## src/rtl/bardec_pkg.sv

```systemverilog
package bardec_pkg;

    typedef enum logic [2:0] {
        BK_NONE  = 3'd0,
        BK_IO    = 3'd1,
        BK_MEM32 = 3'd2,
        BK_MEM64 = 3'd3,
        BK_MEMHI = 3'd4
    } bar_kind_e;

    localparam int KIND_W  = 3;
    localparam int SZLOG_W = 6;
    localparam int ADDR_W  = 64;
    localparam int DW      = 32;

    localparam logic [7:0] CMD_OFF  = 8'h04;
    localparam logic [7:0] BAR0_OFF = 8'h10;

    typedef struct packed {
        logic mem_en;
        logic io_en;
    } cmd_t;

    typedef struct packed {
        logic              valid;
        logic              is_io;
        logic [3:0]        len;
        logic [ADDR_W-1:0] addr;
    } txn_t;

    // fixed type bits that every read of a slot carries
    function automatic logic [DW-1:0] kind_low_bits(bar_kind_e k);
        case (k)
            BK_IO:    return 32'h0000_0001;
            BK_MEM64: return 32'h0000_000C;
            default:  return 32'h0000_0000;
        endcase
    endfunction

    function automatic logic [ADDR_W-1:0] span_mask(int unsigned lg);
        return ~((64'd1 << lg) - 64'd1);
    endfunction

    // writable bits of one slot word, derived from its own or its partner's size
    function automatic logic [DW-1:0] slot_mask(bar_kind_e k, int unsigned own_lg,
                                                int unsigned lower_lg);
        logic [ADDR_W-1:0] m;
        m = '0;
        case (k)
            BK_IO: begin
                m = span_mask(own_lg);
                return m[DW-1:0] & 32'hFFFF_FFFC;
            end
            BK_MEM32, BK_MEM64: begin
                m = span_mask(own_lg);
                return m[DW-1:0] & 32'hFFFF_FFF0;
            end
            BK_MEMHI: begin
                m = span_mask(lower_lg);
                return m[ADDR_W-1:DW];
            end
            default: return '0;
        endcase
    endfunction

    function automatic logic kind_is_mem(bar_kind_e k);
        return (k == BK_MEM32) || (k == BK_MEM64);
    endfunction

endpackage

```

## src/rtl/bardec_cfg_wr.sv

```systemverilog
module bardec_cfg_wr
    import bardec_pkg::*;
#(
    parameter int NUM_SLOTS = 6
) (
    input  logic                 wr_en,
    input  logic [7:0]           wr_off,
    input  logic [2:0]           wr_size,
    output logic [NUM_SLOTS-1:0] slot_we,
    output logic                 cmd_we
);
    localparam int BAR_END = int'(BAR0_OFF) + 4 * NUM_SLOTS;

    logic       in_bar_range;
    logic       dword_ok;
    logic       lane_aligned;
    logic [5:0] idx;

    always_comb begin
        idx          = 6'((wr_off - BAR0_OFF) >> 2);
        in_bar_range = (int'(wr_off) >= int'(BAR0_OFF)) && (int'(wr_off) < BAR_END);
        dword_ok     = (wr_size == 3'd4) && (wr_off[1:0] == 2'b00);
        case (wr_size)
            3'd1:    lane_aligned = 1'b1;
            3'd2:    lane_aligned = ~wr_off[0];
            3'd4:    lane_aligned = dword_ok;
            default: lane_aligned = 1'b0;
        endcase
        cmd_we = wr_en && lane_aligned && (wr_off == CMD_OFF);
        for (int i = 0; i < NUM_SLOTS; i++) begin
            slot_we[i] = wr_en && in_bar_range && dword_ok && (idx == 6'(i));
        end
    end

endmodule

```

## src/rtl/bardec_slot.sv

```systemverilog
module bardec_slot
    import bardec_pkg::*;
#(
    parameter logic [DW-1:0] MASK = '0
) (
    input  logic          clk,
    input  logic          rst,
    input  logic          we,
    input  logic [DW-1:0] wdata,
    output logic [DW-1:0] addr_bits
);
    logic [DW-1:0] q;

    // an all-zero mask (unused slot) keeps the word at zero for ever
    always_ff @(posedge clk) begin
        if (rst) begin
            q <= '0;
        end else if (we) begin
            q <= wdata & MASK;
        end
    end

    assign addr_bits = q;

endmodule

```

## src/rtl/bardec_window.sv

```systemverilog
module bardec_window
    import bardec_pkg::*;
#(
    parameter bar_kind_e   KIND  = BK_MEM32,
    parameter int unsigned SZLOG = 12
) (
    input  logic [ADDR_W-1:0] base,
    input  cmd_t              cmd,
    input  txn_t              txn,
    output logic              hit,
    output logic [ADDR_W-1:0] offset
);
    localparam logic [ADDR_W:0] SPAN = 65'd1 << SZLOG;

    logic [ADDR_W:0] txn_end;
    logic [ADDR_W:0] win_end;
    logic            space_ok;
    logic            lower_ok;
    logic            upper_ok;

    always_comb begin
        txn_end = {1'b0, txn.addr} + {61'd0, txn.len};
        win_end = {1'b0, base} + SPAN;
        if (txn.is_io) begin
            space_ok = (KIND == BK_IO) && cmd.io_en;
        end else begin
            space_ok = kind_is_mem(KIND) && cmd.mem_en;
        end
        lower_ok = txn.addr >= base;
        upper_ok = txn_end <= win_end;
        hit      = txn.valid && space_ok && (txn.len != 4'd0) && lower_ok && upper_ok;
        offset   = txn.addr - base;
    end

endmodule

```

## src/rtl/bar_decode_unit.sv

```systemverilog
module bar_decode_unit
    import bardec_pkg::*;
#(
    parameter int NUM_SLOTS = 6,
    parameter logic [KIND_W*NUM_SLOTS-1:0] SLOT_KIND_VEC =
        {BK_MEM32, BK_NONE, BK_MEMHI, BK_MEM64, BK_MEM32, BK_IO},
    parameter logic [SZLOG_W*NUM_SLOTS-1:0] SLOT_SZLOG_VEC =
        {6'd8, 6'd0, 6'd0, 6'd33, 6'd12, 6'd5},
    localparam int SLOT_W = $clog2(NUM_SLOTS)
) (
    input  logic              clk,
    input  logic              rst,
    input  logic              cfg_wr_en,
    input  logic [7:0]        cfg_wr_off,
    input  logic [2:0]        cfg_wr_size,
    input  logic [31:0]       cfg_wr_data,
    input  logic [7:0]        cfg_rd_off,
    output logic [31:0]       cfg_rd_data,
    input  logic              txn_valid,
    input  logic              txn_is_io,
    input  logic [63:0]       txn_addr,
    input  logic [3:0]        txn_len,
    output logic              hit_valid,
    output logic [SLOT_W-1:0] hit_slot,
    output logic [63:0]       hit_offset
);
    localparam int RD_END = int'(BAR0_OFF) + 4 * NUM_SLOTS;

    cmd_t                    cmd_q;
    logic [NUM_SLOTS-1:0]    slot_we;
    logic                    cmd_we;
    logic [DW-1:0]           addr_bits [NUM_SLOTS];
    logic [DW*NUM_SLOTS-1:0] slot_rd_flat;
    logic [NUM_SLOTS-1:0]    hit_vec;
    logic [ADDR_W-1:0]       win_off [NUM_SLOTS];
    txn_t                    txn;
    logic [5:0]              rd_idx;

    assign txn = '{valid: txn_valid, is_io: txn_is_io, len: txn_len, addr: txn_addr};

    bardec_cfg_wr #(.NUM_SLOTS(NUM_SLOTS)) u_wr (
        .wr_en   (cfg_wr_en),
        .wr_off  (cfg_wr_off),
        .wr_size (cfg_wr_size),
        .slot_we (slot_we),
        .cmd_we  (cmd_we)
    );

    always_ff @(posedge clk) begin
        if (rst) begin
            cmd_q <= '0;
        end else if (cmd_we) begin
            cmd_q.io_en  <= cfg_wr_data[0];
            cmd_q.mem_en <= cfg_wr_data[1];
        end
    end

    for (genvar i = 0; i < NUM_SLOTS; i++) begin : g_slot
        localparam bar_kind_e KIND =
            bar_kind_e'(SLOT_KIND_VEC[KIND_W*i +: KIND_W]);
        localparam int unsigned OWN_LG =
            int'(SLOT_SZLOG_VEC[SZLOG_W*i +: SZLOG_W]);
        localparam int unsigned LOW_LG =
            int'(SLOT_SZLOG_VEC[SZLOG_W*((i > 0) ? i - 1 : 0) +: SZLOG_W]);

        bardec_slot #(.MASK(slot_mask(KIND, OWN_LG, LOW_LG))) u_slot (
            .clk       (clk),
            .rst       (rst),
            .we        (slot_we[i]),
            .wdata     (cfg_wr_data),
            .addr_bits (addr_bits[i])
        );

        assign slot_rd_flat[DW*i +: DW] = addr_bits[i] | kind_low_bits(KIND);

        if (KIND == BK_IO || KIND == BK_MEM32 ||
            (KIND == BK_MEM64 && i + 1 < NUM_SLOTS)) begin : g_win
            logic [ADDR_W-1:0] base;
            if (KIND == BK_MEM64) begin : g_wide
                assign base = {addr_bits[i+1], addr_bits[i]};
            end else begin : g_narrow
                assign base = {32'd0, addr_bits[i]};
            end
            bardec_window #(.KIND(KIND), .SZLOG(OWN_LG)) u_win (
                .base   (base),
                .cmd    (cmd_q),
                .txn    (txn),
                .hit    (hit_vec[i]),
                .offset (win_off[i])
            );
        end else begin : g_nowin
            assign hit_vec[i] = 1'b0;
            assign win_off[i] = '0;
        end
    end

    // lowest slot number wins when windows overlap
    always_comb begin
        hit_valid  = |hit_vec;
        hit_slot   = '0;
        hit_offset = '0;
        for (int i = NUM_SLOTS - 1; i >= 0; i--) begin
            if (hit_vec[i]) begin
                hit_slot   = SLOT_W'(i);
                hit_offset = win_off[i];
            end
        end
    end

    always_comb begin
        rd_idx      = 6'((cfg_rd_off - BAR0_OFF) >> 2);
        cfg_rd_data = '0;
        if (cfg_rd_off[7:2] == CMD_OFF[7:2]) begin
            cfg_rd_data = {30'd0, cmd_q.mem_en, cmd_q.io_en};
        end else if (int'(cfg_rd_off) >= int'(BAR0_OFF) && int'(cfg_rd_off) < RD_END) begin
            cfg_rd_data = slot_rd_flat[DW*int'(rd_idx) +: DW];
        end
    end

endmodule

```

## config.mk

```make
export PLATFORM = sky130hd
export DESIGN_NAME = bar_decode_unit
export DESIGN_NICKNAME = d
export VERILOG_FILES = /design/src/rtl/bardec_pkg.sv /design/src/rtl/bardec_cfg_wr.sv /design/src/rtl/bardec_slot.sv /design/src/rtl/bardec_window.sv /design/src/rtl/bar_decode_unit.sv
export SDC_FILE = /design/constraint.sdc
export NUM_CORES = 1
export LEC_CHECK = 0
export CELL_PAD_IN_SITES_DETAIL_PLACEMENT = 0
export CELL_PAD_IN_SITES_GLOBAL_PLACEMENT = 1
export CORE_MARGIN = 2
export CORE_UTILIZATION = 52
export CTS_CLUSTER_SIZE = 25
export DETAILED_ROUTE_END_ITERATION = 6
export DONT_BUFFER_PORTS = 1
export GPL_TIMING_DRIVEN = 0
export HOLD_SLACK_MARGIN = 0.12
export PLACE_DENSITY_LB_ADDON = 0.3
export SLEW_MARGIN = 30
export SYNTH_ARGS = -nofsm -noshare
export SYNTH_HDL_FRONTEND = slang
export SYNTH_SLANG_ARGS = --single-unit
```

## constraint.sdc

```tcl
create_clock -name clk -period 13.05 [get_ports clk]
set_clock_uncertainty 0.1 [all_clocks]
set_input_delay 2.61 -clock clk [delete_from_list [all_inputs] [get_ports clk]]
set_output_delay 2.61 -clock clk [all_outputs]
set_load 0.01 [all_outputs]
```

# Yosys cells after proc, flatten, opt, wreduce, memory -nomap -nowiden
# Cells that the tools add are included.
[totals]
input_bits = 124
register_bits = 104
wordCells = 79
output_inout_bits = 100
[classes]
eq_ne = 8
n_mux = 13
magnitude_cmp = 12
shift = 1
bitwise = 1
reduce_logical = 27
addsub = 11
[op_table]
columns = ["operator", "count"]
rows = [
  ["$le A65 B65 Y1", 4],
  ["$mux W64", 4],
  ["$ge A64 B32 Y1", 3],
  ["$shiftx A192 B12 Y32", 1],
  ["$sub A64 B32 Y64", 3],
  ["$add A64 B34 Y65 const B", 1],
  ["$add A64 B4 Y65", 1],
  ["$ge A64 B64 Y1", 1],
  ["$mux W32", 2],
  ["$sub A64 B64 Y64", 1],
  ["$add A32 B13 Y33 const B", 1],
  ["$add A32 B6 Y33 const B", 1],
  ["$add A32 B9 Y33 const B", 1],
  ["$logic_and A1 B1 Y1", 23],
  ["$ge A8 B5 Y1 const B", 2],
  ["$lt A8 B6 Y1 const B", 2],
  ["$sub A8 B5 Y8 const B", 2],
  ["$eq A6 B1 Y1 const B", 2],
  ["$mux W3", 4],
  ["$eq A8 B3 Y1 const B", 1],
  ["$eq A6 B2 Y1 const B", 1],
  ["$eq A6 B3 Y1 const B", 1],
  ["$logic_not A6 Y1", 1],
  ["$reduce_bool A4 Y1", 1],
  ["other kinds (8)", 9],
]

# Logic depth before layout (Yosys ltp)
[logic_depth]
word_depth = 9
mapped_depth = 23
depth_no_buf = 22

# Cells and area by module
# A second synthesis with hierarchy kept.
[unflattened]
hier_cells = 5459
hier_area_um2 = 39047.4
[by_module_without_submodules]
columns = ["module", "instances", "area_per_inst_um2", "cells_per_inst"]
rows = [
  ["bardec_window at g_slot[0].g_win.u_win", 1, 7895.1, 1144],
  ["bardec_window at g_slot[1].g_win.u_win", 1, 7798.7, 1130],
  ["bardec_window at g_slot[5].g_win.u_win", 1, 7619.8, 1118],
  ["bardec_window at g_slot[2].g_win.u_win", 1, 7408.4, 1075],
  ["bar_decode_unit", 1, 3808.7, 547],
  ["bardec_slot at g_slot[3].u_slot", 1, 1141.1, 102],
  ["bardec_slot at g_slot[0].u_slot", 1, 1019.7, 93],
  ["bardec_slot at g_slot[5].u_slot", 1, 933.4, 86],
  ["bardec_slot at g_slot[1].u_slot", 1, 799.5, 77],
  ["bardec_slot at g_slot[2].u_slot ...", 2, 244.0, 33],
  ["bardec_cfg_wr", 1, 135.1, 21],
]

# Least setup slack after synthesis
# Ideal clock, no wire load.
[synth_path]
path_kind = "input -> output"
startpoint = "input txn_addr[16]"
endpoint = "output hit_offset[24]"
slack_ps = 2824
cell_stages = 21
arrival_time_ps = 7516
cell_sequence = "clkbuf_1 > nand4_1 > nor4_1 > nand4_1 > nor3_1 > nand2_1 > nor3_1 > xor2_1 > ha_1 > nand4_1 > nor3_1 > nand3_1 > nor4_1 > nand4_1 > nor4_1 > nor2_1 > o31ai_1 > clkbuf_1 > clkbuf_1 > a21oi_1 > o21ai_0"
[synth_between]
elab_chain_cells = 7
word_cells_on_any_way = 25
classes_between = "add/sub: 5; order compare: 8; mux: 4; reduce/logical: 8"
[synth_rtl]
columns = ["element", "line", "source"]
rows = [
  ["from (decl)", "bar_decode_unit.sv:21", "input logic [63:0] txn_addr,"],
  ["$add A64 B4 Y65 / $ge A64 B32 Y1 (equally long branches)", "bardec_window.sv:22, bardec_window.sv:29", ""],
  ["$le A65 B65 Y1 / $logic_and A1 B1 Y1 (equally long branches)", "bardec_window.sv:30, bardec_window.sv:31", ""],
  ["$logic_and A1 B1 Y1", "bardec_window.sv:31", "hit = txn.valid && space_ok && (txn.len != 4'd0) && lower_ok && upper_ok;"],
  ["$mux W64 (3 in series)", "bar_decode_unit.sv:103", "if (hit_vec[i]) begin"],
  ["$mux W64 *", "bar_decode_unit.sv:103", ""],
  ["to (decl)", "bar_decode_unit.sv:25", "output logic [63:0] hit_offset"],
]
# Mark *: on every way between the ends. The rest lies on a longest branch, timed or not.

# Worst setup path after layout
[layout_path]
startpoint = "input txn_addr[3]"
endpoint = "output hit_offset[42]"
# Same word-level chain as after synthesis.

==> flow_summary_export.csv <==
group,metric,value,unit
sta,worst_pin_slew,0.998,ns
floorplan,coreArea,0.0345,sq mm
sta,slew_violations,0,
global_route,antenna_found_initial,3,
pwr,p_sw_share,36.7,%
clock_tree,cts_buffers,9,
logic_synthesis,synth.distinct_cells,87,
worst_setup_path,crit_buf_inv,3,
logic_synthesis,syn_area_per_cell,6.92,sq um
routing,drt-wirelength-per-cell,26.0,microns
job,maxCapViolCount,0,
logic_synthesis,synthCells,2618,
cells_and_area,final_util,55.4,%
worst_setup_path,cpMaxStageDelayCell,"nor4_1",
clock_tree,root_buffer,"clkbuf_16",
floorplan,ios,224,
logic_synthesis,synthAdderAreaFrac,15.7,%
placed_design,place.gp.congestion,1.04,
placed_design,io_buffer_count,0,
sta,hold_viol_final,0,
sta,finalSetupTns,0,ns
clock_tree,cts_tree,"done",
worst_setup_path,slowest_delay,0.65,ns
pwr,p_comb_share,34.1,%
pwr,p_leak,6.63,nW
logic_synthesis,syn_nets,2967,
global_route,grt_pass1_wl,117,mm
worst_setup_path,start_kind,"primary input",
floorplan,die_y,191,microns
cells_and_area,fin_nets,2980,
clock_tree,cts_sinks,104,
sta,rsz0062_at_grt,"no",
clock_tree,htree_levels,3,
cells_and_area,areaGrowthSynthToFinish,5.31,%
sta,fmax,78.1,MHz
worst_setup_path,critPathMaxFanout,10,
floorplan,start_util,52.6,%
worst_hold_path,hold_class,"flip-flop to flip-flop",
pwr,intPower,571,uW
pwr,p_seq_share,35.2,%
floorplan,dieArea,0.0364,sq mm
logic_synthesis,yosysWarningCount,0,
global_route,overflow,0,
worst_setup_path,reg2reg_setup_slack,11.92,ns
worst_setup_path,cp.required,10.34,ns
cells_and_area,drive_above_1_share,3.15,%
sta,finalCritPeriodShare,98.1,%
logic_synthesis,synth_top_area_share,15.2,%
routing,drt-total-wl,80.5,mm
routing,ant_nets,0,
worst_setup_path,path_cells,"ha_1, clkbuf_1, nand3_1, a21oi_2, nand4_1, or3_1, nor2_1, xor2_1, ha_1, nand4_1, nor3_1, nand3_1, nor4_1, nand4_1, nor4_1, nor2_1, o31ai_2, clkbuf_1, clkbuf_1, nand2_1, o211a_1, nor2_1",
logic_synthesis,yosys.area.top_type,"ha_1",
logic_synthesis,synthMuxAreaShare,3.54,%
logic_synthesis,yosys.area_share.simple,29.1,%
logic_synthesis,yosys-top-cells-area,"ha_1 15%, dfxtp_1 11%, xnor2_1 9.4%",
sta,min_period,12.81,ns
logic_synthesis,synth_edf_count,0,
worst_setup_path,crit_path_end_kind,"output port",
pwr,ir_drop,0.000125,V
global_route,grt.total_usage,43.0,%
logic_synthesis,synth_top_family_by_area,"simple AND/OR/NAND/NOR gates",
global_route,first_global_vias,18900,
placed_design,dp_hpwl,69.0,mm
routing,drc,0,
floorplan,rows,68,
routing,dr.pass1.iters,6,
global_route,grt_max_degree,22,
pwr,power_density,47.2,mW/mm^2
pwr,power,902,uW
logic_synthesis,synthFlopType,"dfxtp_1",
pwr,pwr-share-clk,30.8,%
logic_synthesis,synth_xor_area_share,11.9,%
placed_design,place_inst,3075,
pwr,p_sw,331,uW
routing,vias,20500,
logic_synthesis,ys_seq_area_share,11.5,%
cells_and_area,fin_cells,3095,
logic_synthesis,synth_seq_cells,104,
logic_synthesis,async_flop_share,0,%
clock_tree,cts_buffer_depth,2,
sta,relSlewSlack,33.0,%
routing,drt_iter0_drc,2343,
worst_setup_path,cp_top_family,"simple AND/OR/NAND/NOR gates",
cells_and_area,final_common_cell,"nand2_1",
logic_synthesis,synthesis.area,0.0181,sq mm
routing,avgViaCountPerCell,6.64,
worst_setup_path,crit_type,"primary input to output port",
clock_tree,clkTransAtPathRegs,0.08,ns
cells_and_area,layout_common_cells,"304 x nand2_1, 261 x a21oi_1, 220 x ha_1",
sta,finalSetupViolCount,0,
status,status,"complete, no violations",
sta,whs,0.385,ns
floorplan,die_w,191,microns
logic_synthesis,synth_compound_area_share,22.3,%
clock_tree,clk_latency,0.35,ns
clock_tree,post_cts_buffers,0,
worst_setup_path,arrival,10.10,ns
==> synthesized netlist by cell type, drive strengths merged, types with 80 or more instances <==
cell type and number:
o21ai 92, inv 165, nand4 80, dfxtp 104, clkbuf 92, a21oi 265, nand3 99, nor2 203
xnor2 195, ha 220, nand2 305, nor3 128
==> per-stage QoR <==
step	instance area [sq um]	worst slack, ns
3_3_place_gp	18700	-0.573
2_1_floorplan	18100	2.82
6_report	19100	0.242
5_1_grt	19100	0.0163
4_1_cts	19000	0.0467
3_5_place_dp	18700	-0.0411
==> area by class of cell <==
class	count	area [sq um]
Buffer	111	444
Tap cell	455	569
Antenna cell	4	10.0
Sequential cell	104	2080
Clock inverter	7	81.3
Fill cell	3498	15400
Multi-Input combinational cell	2237	15000
Inverter	166	623
Timing Repair Buffer	2	10.0
Clock buffer	9	225
==> power by group through the flow <==
| stage | registers [mW] | clock network (mW) | logic (mW) |
|---|---|---|---|
| CTS | 0.317 | 0.276 | 0.298 |
| finish | 0.317 | 0.277 | 0.307 |
| global route | 0.317 | 0.289 | 0.336 |
| detailed placement | 0.325 | 0 | 0.296 |
| floorplan | 0.325 | 0 | 0.226 |
| global placement | 0.325 | 0 | 0.290 |
==> registers in the layout, summed over array words and instances (netlist names) <==
register                 cells
cmd_q                        2
g_slot.u_slot.addr_bits    102
==> worst min-delay path, delay by kind of cell, from the launching register on <==
family / cells / cell delay [ns]
DFF: 1 / 0.33
and+or+nand+nor: 1 / 0.06
AOI/OAI and AO/OA: 1 / 0.05
==> final timing paths <==
path,start,endpoint,depth (start not counted)
setup / recovery,txn_addr[3],hit_offset[42],22
setup reg to reg,g_slot[1].u_slot.addr_bits[14]$_SDFFE_PP0P_,g_slot[1].u_slot.addr_bits[14]$_SDFFE_PP0P_,3
hold reg to reg,g_slot[5].u_slot.addr_bits[13]$_SDFFE_PP0P_,g_slot[5].u_slot.addr_bits[13]$_SDFFE_PP0P_,2
hold / removal,g_slot[5].u_slot.addr_bits[13]$_SDFFE_PP0P_,g_slot[5].u_slot.addr_bits[13]$_SDFFE_PP0P_,2
==> layer usage <==
| layer | track usage, % | up-vias | part of all wire [%] |
|---|---|---|---|
| li1 | - | 9518 | - |
| met1 | 57.6 | 9644 | 41 |
| met2 | 65.1 | 1210 | 42 |
| met3 | 10.2 | 176 | 12 |
| met4 | 19.2 | 0 | 4.7 |
| met5 | 0 | - | 0 |
==> cells by family after synthesis <==
logic type	after synthesis
xor+xnor	246
simple gates	1059
mux	64
buf+inv	277
flops	104
fa+ha+maj	225
compound gates	643
==> what timing repair did <==
item                                    4_1_cts  5_1_grt
endpoints found under the setup margin       10       39
gates resized for setup                       1        8
endpoints found under the hold margin         0        0
hold buffers                                  0        0
Power figures use the tool's default switching activity.
